$ cat config.mk
export PLATFORM = sky130hd
export DESIGN_NAME = cts_evt_irq
export DESIGN_NICKNAME = d
export VERILOG_FILES = /design/src/rtl/cts_irq_pkg.sv /design/src/rtl/cts_sync_edge.sv /design/src/rtl/cts_clr_latch.sv /design/src/rtl/cts_regbank.sv /design/src/rtl/cts_evt_irq.sv
export SDC_FILE = /design/constraint.sdc
export NUM_CORES = 1
export LEC_CHECK = 0
export CAP_MARGIN = 20
export CORE_ASPECT_RATIO = 1.25
export CORE_UTILIZATION = 21
export CTS_CLUSTER_SIZE = 24
export DETAILED_ROUTE_END_ITERATION = 10
export PLACE_DENSITY = 0.77
export SYNTH_ARGS = -nofsm -noshare
export SYNTH_HDL_FRONTEND = slang
export SYNTH_SLANG_ARGS = --single-unit
$ cat constraint.sdc
create_clock -name clk -period 1.1 [get_ports clk]
set_clock_uncertainty 0.15 [all_clocks]
set_input_delay 0.22 -clock clk [delete_from_list [all_inputs] [get_ports clk]]
set_output_delay 0.22 -clock clk [all_outputs]
set_load 0.01 [all_outputs]
$ cat src/rtl/cts_irq_pkg.sv
package cts_irq_pkg;
   // word index of each register (byte offset / 4)
   typedef enum logic [1:0] {
      SEL_RAW   = 2'd0,
      SEL_MASK  = 2'd1,
      SEL_MSTAT = 2'd2,
      SEL_CLR   = 2'd3
   } reg_sel_e;

   localparam int unsigned WORD_LSB = 2;
endpackage

$ cat src/rtl/cts_sync_edge.sv
module cts_sync_edge #(
   parameter int unsigned STAGES = 2
) (
   input  logic clk,
   input  logic rst_n,
   input  logic cts_in,
   output logic edge_pulse
);
   localparam int unsigned LAST = STAGES - 1;

   logic [STAGES-1:0] chain_q;
   logic              prev_q;

   generate
      if (STAGES < 2) begin : g_bad_depth
         $error("cts_sync_edge: STAGES must be at least 2");
      end
   endgenerate

   always_ff @(posedge clk) begin
      if (!rst_n) begin
         chain_q <= {STAGES{cts_in}};
         prev_q  <= cts_in;
      end else begin
         chain_q <= {chain_q[LAST-1:0], cts_in};
         prev_q  <= chain_q[LAST];
      end
   end

   assign edge_pulse = chain_q[LAST] ^ prev_q;
endmodule

$ cat src/rtl/cts_clr_latch.sv
module cts_clr_latch (
   input  logic clk,
   input  logic rst_n,
   input  logic set_evt,
   input  logic clr_wr,
   input  logic clr_bit,
   output logic status_q
);
   logic clr_q;
   logic clr_rise;

   assign clr_rise = clr_wr && clr_bit && !clr_q;

   always_ff @(posedge clk) begin
      if (!rst_n) begin
         status_q <= 1'b0;
         clr_q    <= 1'b0;
      end else begin
         if (set_evt)
            status_q <= 1'b1;
         else if (clr_rise)
            status_q <= 1'b0;

         if (clr_wr)
            clr_q <= clr_bit;
         else if (!status_q)
            clr_q <= 1'b0;
      end
   end


   set_only_chk: assert property (@(posedge clk) disable iff (!rst_n)
      $rose(status_q) |-> $past(set_evt));

   clear_takes_chk: assert property (@(posedge clk) disable iff (!rst_n)
      (clr_wr && clr_bit && !clr_q && !set_evt) |=> !status_q);

   latch_release_chk: assert property (@(posedge clk) disable iff (!rst_n)
      (!status_q && !clr_wr) |=> !clr_q);

   set_wins_chk: assert property (@(posedge clk) disable iff (!rst_n)
      set_evt |=> status_q);

   stuck_latch_chk: assert property (@(posedge clk) disable iff (!rst_n)
      (clr_wr && clr_bit && clr_q && !set_evt) |=> $stable(status_q));
endmodule

$ cat src/rtl/cts_regbank.sv
module cts_regbank
   import cts_irq_pkg::*;
#(
   parameter int unsigned ADDR_W  = 4,
   parameter int unsigned DATA_W  = 32,
   parameter int unsigned SRC_BIT = 1
) (
   input  logic              clk,
   input  logic              rst_n,
   input  logic              bus_sel,
   input  logic              bus_wr,
   input  logic [ADDR_W-1:0] bus_addr,
   input  logic [DATA_W-1:0] bus_wdata,
   input  logic              status,
   output logic              clr_wr,
   output logic              clr_bit,
   output logic              mask_q,
   output logic [DATA_W-1:0] bus_rdata
);
   localparam int unsigned HI_LSB = WORD_LSB + 2;

   reg_sel_e word;
   logic     hi_ok;
   logic     hit_wr;

   assign word = reg_sel_e'(bus_addr[WORD_LSB+1:WORD_LSB]);

   generate
      if (ADDR_W > HI_LSB) begin : g_hi_dec
         assign hi_ok = (bus_addr[ADDR_W-1:HI_LSB] == '0);
      end else begin : g_no_hi
         assign hi_ok = 1'b1;
      end
   endgenerate

   assign hit_wr  = bus_sel && bus_wr && hi_ok;
   assign clr_wr  = hit_wr && (word == SEL_CLR);
   assign clr_bit = bus_wdata[SRC_BIT];

   always_ff @(posedge clk) begin
      if (!rst_n)
         mask_q <= 1'b0;
      else if (hit_wr && word == SEL_MASK)
         mask_q <= bus_wdata[SRC_BIT];
   end

   always_comb begin
      bus_rdata = '0;
      if (bus_sel && !bus_wr && hi_ok) begin
         unique case (word)
            SEL_RAW:   bus_rdata[SRC_BIT] = status;
            SEL_MASK:  bus_rdata[SRC_BIT] = mask_q;
            SEL_MSTAT: bus_rdata[SRC_BIT] = status && mask_q;
            SEL_CLR:   bus_rdata = '0;
            default:   bus_rdata = '0;
         endcase
      end
   end


   mask_store_chk: assert property (@(posedge clk) disable iff (!rst_n)
      (hit_wr && word == SEL_MASK) |=> (mask_q == $past(bus_wdata[SRC_BIT])));

   clr_reads_zero_chk: assert property (@(posedge clk) disable iff (!rst_n)
      (bus_sel && !bus_wr && word == SEL_CLR) |-> (bus_rdata == '0));
endmodule

$ cat src/rtl/cts_evt_irq.sv
module cts_evt_irq #(
   parameter int unsigned ADDR_W      = 4,
   parameter int unsigned DATA_W      = 32,
   parameter int unsigned SRC_BIT     = 1,
   parameter int unsigned SYNC_STAGES = 2
) (
   input  logic              clk,
   input  logic              rst_n,
   input  logic              cts_in,
   input  logic              bus_sel,
   input  logic              bus_wr,
   input  logic [ADDR_W-1:0] bus_addr,
   input  logic [DATA_W-1:0] bus_wdata,
   output logic [DATA_W-1:0] bus_rdata,
   output logic              irq_out
);
   generate
      if (SRC_BIT >= DATA_W) begin : g_bad_bit
         $error("cts_evt_irq: SRC_BIT outside data width");
      end
      if (ADDR_W < 4) begin : g_bad_addr
         $error("cts_evt_irq: ADDR_W must cover four word registers");
      end
   endgenerate

   logic edge_pulse;
   logic status_q;
   logic mask_q;
   logic clr_wr;
   logic clr_bit;

   cts_sync_edge #(.STAGES(SYNC_STAGES)) u_sync (
      .clk        (clk),
      .rst_n      (rst_n),
      .cts_in     (cts_in),
      .edge_pulse (edge_pulse)
   );

   cts_clr_latch u_latch (
      .clk      (clk),
      .rst_n    (rst_n),
      .set_evt  (edge_pulse),
      .clr_wr   (clr_wr),
      .clr_bit  (clr_bit),
      .status_q (status_q)
   );

   cts_regbank #(
      .ADDR_W  (ADDR_W),
      .DATA_W  (DATA_W),
      .SRC_BIT (SRC_BIT)
   ) u_regs (
      .clk       (clk),
      .rst_n     (rst_n),
      .bus_sel   (bus_sel),
      .bus_wr    (bus_wr),
      .bus_addr  (bus_addr),
      .bus_wdata (bus_wdata),
      .status    (status_q),
      .clr_wr    (clr_wr),
      .clr_bit   (clr_bit),
      .mask_q    (mask_q),
      .bus_rdata (bus_rdata)
   );

   assign irq_out = status_q && mask_q;


   reset_quiet_chk: assert property (@(posedge clk)
      !rst_n |=> !irq_out);
endmodule

Word level (Yosys, flattened, before mapping)
Index checks and enable logic that the tools add are counted.
Widths: inputs -> output; s select.
{ "op_classes": {"n_addsub": 0, "n_mul": 0, "div": 0, "magnitude_cmp": 0, "n_eq_ne": 4, "n_shift": 0, "mux": 8, "n_bitwise": 1, "n_reduce_logical": 11} }
{ "ops": {"columns": ["cell", "count"], "rows": [
  ["$logic_and 1x1->1", 7],
  ["$mux 1", 5],
  ["$eq 2x2->1 const B", 2],
  ["$mux 2", 2],
  ["$pmux 1 s4", 1],
  ["$eq 2x1->1 const B", 1],
  ["$logic_not 1->1", 2],
  ["$logic_not 2->1", 1],
  ["$ne 2x1->1 const B", 1],
  ["$reduce_bool 2->1", 1],
  ["$xor 1x1->1", 1]
]} }
{ "totals": {"regBits": 6, "latchBits": 0, "ram_bits": 0, "mem_bits_ro": 0, "inputBits": 41, "out_inout_bits": 33, "n_memories": 0} }

Depth between registers and ports, before layout
Gate-level depths: netlist of run 1.
{ "logic_depth": {"depth_word": 6, "depth_mapped": 3, "depth_no_buf": 3} }

Hierarchy
A second synthesis of run 1 with hierarchy kept.
{ "hier_totals": {"hier_cells": 61, "area_unflattened_um2": 501.7} }
{ "by_module_without_submodules": {"columns": ["mod", "n_inst", "cells_per_inst", "area_per_inst_um2", "seq_area_each_um2"], "rows": [
  ["cts_regbank", 1, 46, 331.6, 20.0],
  ["cts_sync_edge", 1, 6, 91.3, 60.1],
  ["cts_clr_latch", 1, 8, 72.6, 40.0],
  ["cts_evt_irq", 1, 1, 6.3, 0.0]
]} }

Worst setup path after synthesis of run 1
Ideal clock, no wire load.
{ "synth_path": {"path_kind": "reg2out", "from": "register u_latch.status_q", "to": "output port bus_rdata[1]", "arrival_ns": 0.863, "required_time_ns": 0.730, "slack_ns": -0.133, "path_stages_with_launch": 4, "n_path_buf": 0, "cell_sequence": "dfxtp_1 -> or2_2 -> a32oi_1 -> nor3b_1"} }
{ "synth_via": {"elab_chain_cells": 3} }
{ "synth_lines": {"columns": ["item", "line", "source"], "rows": [
  ["start: declaration", "cts_clr_latch.sv:7", "output logic status_q"],
  ["start signal: assignment", "cts_clr_latch.sv:16", "status_q <= 1'b0;"],
  ["start signal: assignment", "cts_clr_latch.sv:20", "status_q <= 1'b1;"],
  ["start signal: assignment", "cts_clr_latch.sv:22", "status_q <= 1'b0;"],
  ["$logic_and 1x1->1", "cts_regbank.sv:53", "SEL_MSTAT: bus_rdata[SRC_BIT] = status && mask_q;"],
  ["$pmux 1 s4 *", "cts_regbank.sv:50", "unique case (word)"],
  ["$mux 2 *", "cts_regbank.sv:49", "if (bus_sel && !bus_wr && hi_ok) begin"],
  ["end: declaration", "cts_evt_irq.sv:14", "output logic [DATA_W-1:0] bus_rdata,"]
]} }
Every way passes the cells marked *; elsewhere a longest branch is shown, timed or not.

Worst setup path in the final report of run 1
Ends and elaborated chain as after synthesis.

==> flow_summary.toml, run 1 <==
[synth]
synth-seq-area-share_pct = 24.1
syn_area_sq_um = 499
synth_top_cell_by_area = "buf_4"
ys.warnings.count = 0
synth_edf_count = 0
synthMostInstantiatedCell = "buf_4"
syn_inst = 60
ys_ff_latch = 6
netlist_top_cells_area = "buf_4 (47%), dfxtp_1 (24%), nand2_1 (3.8%)"
ys_async_sr_fraction_pct = 0
syn_area_per_cell_sq_um = 8.32
synth_top_flop_cell = "dfxtp_1"
synth_cell_types = 19
synth_common_cells = "buf_4 (31), dfxtp_1 (6), nand2_1 (5), nor2_1 (2), o21a_1 (2)"
synth_top_cell_area_share_pct = 46.6

[power_and_ir_drop]
power_density_mw_per_mm2 = 1000
total_power_uw = 622
power_frac_comb_pct = 27.8
p_switching_uw = 188
p_int_uw = 434
leakage_uw = 0.000325
p_clk_share_pct = 33.3
seq_power_share_pct = 38.8
swShare_pct = 30.2
ir_worst_vdd_uv = 541

[place]
pre_cts_slack_ns = -0.988
dp_cells = 105
dpl.hpwl_microns = 603
port_buffers = 9
place_congestion = 0.634

[sta]
final_max_slew_viol_count = 0
fin_ws_ns = -0.442
hold_viol = 0
max_freq_ghz = 0.648
rsz0062_at_grt = "true"
holdWs_ns = 0.245
setup_viol = 3
period_needed_ns = 1.54
finalCritPeriodShare_pct = 140

[critical_path]
worst_setup_path_start_kind = "register"
cp_max_fo = 2
end_kind = "primary output"
path_cells = "or2_4 > a32oi_2 > nor3b_2 > buf_2"
cp_slowest_cell = "dfxtp_2"
cp_data_required_time_ns = 0.73
cp_top_family = "flip-flops"
crit_type = "reg -> out"
slowest_delay_ns = 0.32
worst-path-buf-inv = 1
cp.arrival_ns = 1.17

[drt]
antenna_left = 0
vias_per_cell = 3.33
drc = 0
drtIter0Drc = 5
drt_wl_total_microns = 902
via_count = 370
firstDrtPassIters = 4
wl_per_cell_microns = 8.13

[run_status]
violations = "setup timing"
status = "finished, violations left"

[global_routing]
grt_pass1_vias = 309
grt-ovfl-total = 0
grt_pass1_wl_microns = 1290
grt_max_degree = 5
grtUsageTotal_pct = 7.33
antenna_found_initial = 0

[final_layout]
layout.nets = 123
fillCellCount = 247
final_core_util_pct = 28.0
drive_above_1_share_pct = 31.3
diodes = 0
area_growth_syn_to_layout_pct = 24.1
final_cells = 111

[floorplanning]
die_y_microns = 56.5
rows = 19
start_util_pct = 22.6
ios = 74
core_area_sq_mm = 0.00221
fp.dieArea_sq_mm = 0.00258
dieWidth_microns = 45.6

[clocking]
insertion_delay_ns = 0.25
clkSinkCount = 6
cts_max_level = 1
cts_tree = "done"
cts_inserted_buffers = 3
cts_buffer_depth = 2
cts.clk_slew.worst_paths_ns = 0.05
cts_root_buffer = "clkbuf_4"

[job]
cap_violations = 0

[worst_hold_path]
hold_class = "in -> reg"
## per-stage QoR
stage | instance area, sq um | TNS [ns]
after CTS | 598 | -0.897
after global placement | 562 | -2.84
after detailed placement | 562 | -3.02
after global routing | 619 | -0.892
final | 619 | -0.784
after floorplan | 621 | -0.0659
## cell type report
cell class,count,area [sq um],share of cell area (%)
Clock buffer,3,22.5,3.64
Inverter,1,3.75,0.606
Multi-Input combinational cell,52,285,46.1
Sequential cell,6,121,19.6
Tap cell,31,38.8,6.26
Timing Repair Buffer,18,148,23.8
## sequential cells by signal, summed over array words and instances (netlist names)
name              cells
u_sync.prev_q         1
u_latch.status_q      1
u_latch.clr_q         1
u_sync.chain_q        2
u_regs.mask_q         1
## cells by family after synthesis
group | after synthesis | share of synthesized area, %
AND/OR/NAND/NOR | 15 | 17.5
other | 1 | 0.751
buffers and inverters | 32 | 47.4
AO/OA/AOI/OAI | 4 | 6.52
flip-flops | 6 | 24.1
multiplexers | 1 | 2.01
XOR/XNOR | 1 | 1.75
## cell usage in the layout, fill, tap and decap left out, drive strengths merged
cell type      netlist  layout
conb                 1      31
buf                 31      11
clkbuf               0       7
dfxtp                6       6
nand2                5       5
nor2                 2       2
o21a                 2       2
clkdlybuf4s50        0       2
and2                 1       1
or2                  1       1
a32oi                1       1
nor3b                1       1
nand2b               1       1
xor2                 1       1
inv                  1       1
nand4                1       1
o31a                 1       1
and3                 1       1
nand4b               1       1
mux2i                1       1
nor2b                1       1
dlygate4sd2          0       1
## worst paths after layout
| check | from | to | slack (ns) | depth (start not counted) |
|---|---|---|---|---|
| setup / recovery | u_latch.status_q | bus_rdata[1] | -0.44 | 4 |
| hold / removal | bus_wdata[1] | u_regs.mask_q | 0.25 | 3 |
| setup reg to reg | u_latch.status_q | u_latch.clr_q | -0.02 | 4 |
| hold reg to reg | u_sync.chain_q[0] | u_sync.chain_q[1] | 0.28 | 2 |
## routing by layer
layer | GRT usage, % | up-vias | routed length (microns)
li1 | - | 171 | -
met1 | 6.27 | 164 | 248
met2 | 13.5 | 33 | 560
met3 | 0.965 | 2 | 80
met4 | 6.49 | 0 | 12
met5 | 0 | - | 0
## power by group through the flow
stage	combinational (uW)	sequential [uW]	clock, uW
floorplan	160	245	0
global placement	136	246	0
detailed placement	139	247	0
CTS	150	241	214
global route	189	243	228
finish	173	242	207
## repair_timing
item	CTS	global route
hold endpoints to repair	0	0
hold buffers	0	0
gates cloned	0	0
setup buffers	2	1
setup endpoints to repair	5	5
gates resized for setup	16	14
pin swaps	3	4
## worst register-to-register path: stages (launching register included)
cell     delay, ns
dfxtp_2       0.32
buf_6         0.12
buf_6         0.10
and3_4        0.15
o21a_1        0.18
No activity file was read; power rests on OpenSTA's default activity.
==> run 2, diff against run 1 <==
--- a/config.mk
+++ b/config.mk
@@ -7,10 +7,11 @@
 export LEC_CHECK = 0
 export CAP_MARGIN = 20
 export CORE_ASPECT_RATIO = 1.25
-export CORE_UTILIZATION = 21
+export CORE_MARGIN = 2
+export CORE_UTILIZATION = 25
 export CTS_CLUSTER_SIZE = 24
 export DETAILED_ROUTE_END_ITERATION = 10
-export PLACE_DENSITY = 0.77
+export PLACE_DENSITY = 0.86
 export SYNTH_ARGS = -nofsm -noshare
 export SYNTH_HDL_FRONTEND = slang
 export SYNTH_SLANG_ARGS = --single-unit
==> constraint.sdc (replaced) <==
create_clock -name clk -period 1.95 [get_ports clk]
set_clock_uncertainty 0.15 [all_clocks]
set_input_delay 0.39 -clock clk [delete_from_list [all_inputs] [get_ports clk]]
set_output_delay 0.39 -clock clk [all_outputs]
set_load 0.01 [all_outputs]
==> flow_summary.toml, run 2 (synthesis gave the netlist of run 1 again) <==
[critical_path]
cp_max_fo = 4
reg2reg_from = "u_latch.status_q"
crit_path_start = "bus_addr[2]"
reg2reg_slack_ns = 0.90
end_kind = "primary output"
crit_type = "in -> out"
cp_data_required_time_ns = 1.41
cp.arrival_ns = 1.33
worst_setup_path_start_kind = "input port"

[clocking]
insertion_delay_ns = 0.25
post_cts_buffers = 0
cts.clk_slew.worst_paths_ns = 0.04
cts_inserted_buffers = 3
cts_root_buffer = "clkbuf_4"
cts_tree = "done"
hold_buffers = 0
clkSinkCount = 6
cts_max_level = 1
cts_buffer_depth = 2

[sta]
final_max_slew_viol_count = 0
setup-tns-final_ns = 0
rsz0062_at_grt = "false"
finalCritPeriodShare_pct = 96.2
hold_viol = 0
fin_ws_ns = 0.0751
max_freq_ghz = 0.533
period_needed_ns = 1.87
setup_viol = 0

[drt]
firstDrtPassIters = 3
met1Wirelength_microns = 177
via_count = 349
wl_met3_microns = 87
drc = 0
drtIter0Drc = 2
wl_per_cell_microns = 7.65
drt_wl_total_microns = 734
vias_per_cell = 3.64
antenna_left = 0
wl_met2_microns = 453
top_layer = "met4"

[final_layout]
area_growth_syn_to_layout_pct = 10.0
layout.nets = 119
drive_above_1_share_pct = 15.8
final_core_util_pct = 28.4
mostFrequentLayoutCells = "conb_1 (31), dfxtp_1 (6), nand2_1 (5), clkdlybuf4s50_1 (5), buf_4 (5)"
layout_commonest_cell = "conb_1"
top_register = "u_sync.chain_q"
largest_reg_flops = 2
diodes = 0

[power_and_ir_drop]
power_frac_comb_pct = 23.2
power_density_mw_per_mm2 = 594
ir_worst_vdd_uv = 285
swShare_pct = 29.2
leakage_uw = 0.000315
p_switching_uw = 95.2
p_clk_share_pct = 35.3
total_power_uw = 326
seq_power_share_pct = 41.5
p_int_uw = 231

[place]
pre_cts_slack_ns = -0.492
port_buffers = 9
dpl.hpwl_microns = 648
place_congestion = 0.709

[floorplanning]
ios = 74
start_util_pct = 25.8
fp.dieArea_sq_mm = 0.00237
rows = 18
die_y_microns = 54.0
dieWidth_microns = 44.0
core_area_sq_mm = 0.00194

[global_routing]
grt_pass1_wl_microns = 1120
grt-ovfl-total = 0
grt_pass1_vias = 318
antenna_found_initial = 0
grt_max_degree = 7
grtUsageTotal_pct = 6.92

[worst_hold_path]
holdCritStartpoint = "u_sync.chain_q[0]"
hold_class = "reg -> reg"

[run_status]
status = "finished, final reports clean"

[job]
cap_violations = 0
run 2: power by group through the flow:
| stage | clock network [uW] | logic (uW) | registers, uW |
|---|---|---|---|
| 3_3_place_gp | 0 | 74.5 | 137 |
| 6_report | 115 | 75.8 | 135 |
| 4_1_cts | 120 | 75.6 | 136 |
| 2_1_floorplan | 0 | 88.8 | 137 |
| 5_1_grt | 124 | 85.8 | 136 |
| 3_5_place_dp | 0 | 77.1 | 138 |
run 2: routing by layer:
layer / vias to the layer above / global-route usage, %
met3: 2 / 1.01
met5: - / 0
met4: 0 / 7.58
li1: 163 / -
met1: 152 / 3.99
met2: 32 / 15.2
run 2: layout make-up:
| type | instances | area, sq um |
|---|---|---|
| Fill cell | 219 | 1390 |
| Multi-Input combinational cell | 52 | 255 |
| Sequential cell | 6 | 120 |
| Clock buffer | 3 | 22.5 |
| Timing Repair Buffer | 14 | 123 |
| Tap cell | 20 | 25.0 |
| Inverter | 1 | 3.75 |
run 2: timing repair:
action / in CTS / in global routing
setup endpoints to repair: 1 / 1
pin swaps: 1 / 0
hold endpoints to repair: 0 / 0
gates resized for setup: 6 / 1
run 2: worst paths after layout:
path / end / cells past startpoint
max: bus_rdata[1] / 5
min: u_sync.chain_q[1] / 2
max reg2reg: u_latch.clr_q / 3
min reg2reg: u_sync.chain_q[1] / 2
run 2: worst max-delay path, stage by stage:
cell	delay, ns
dlygate4sd2_1	0.26
or2_2	0.28
a32oi_1	0.20
nor3b_1	0.07
buf_2	0.14
run 2: per-stage QoR:
| stage | hold WS [ns] | instances | instance area, sq um |
|---|---|---|---|
| floorplan | 0.253 | 90 | 612 |
| global placement | 0.257 | 93 | 532 |
| detailed placement | 0.275 | 93 | 532 |
| CTS | 0.300 | 96 | 547 |
| global route | 0.302 | 96 | 549 |
| finish | 0.297 | 96 | 549 |
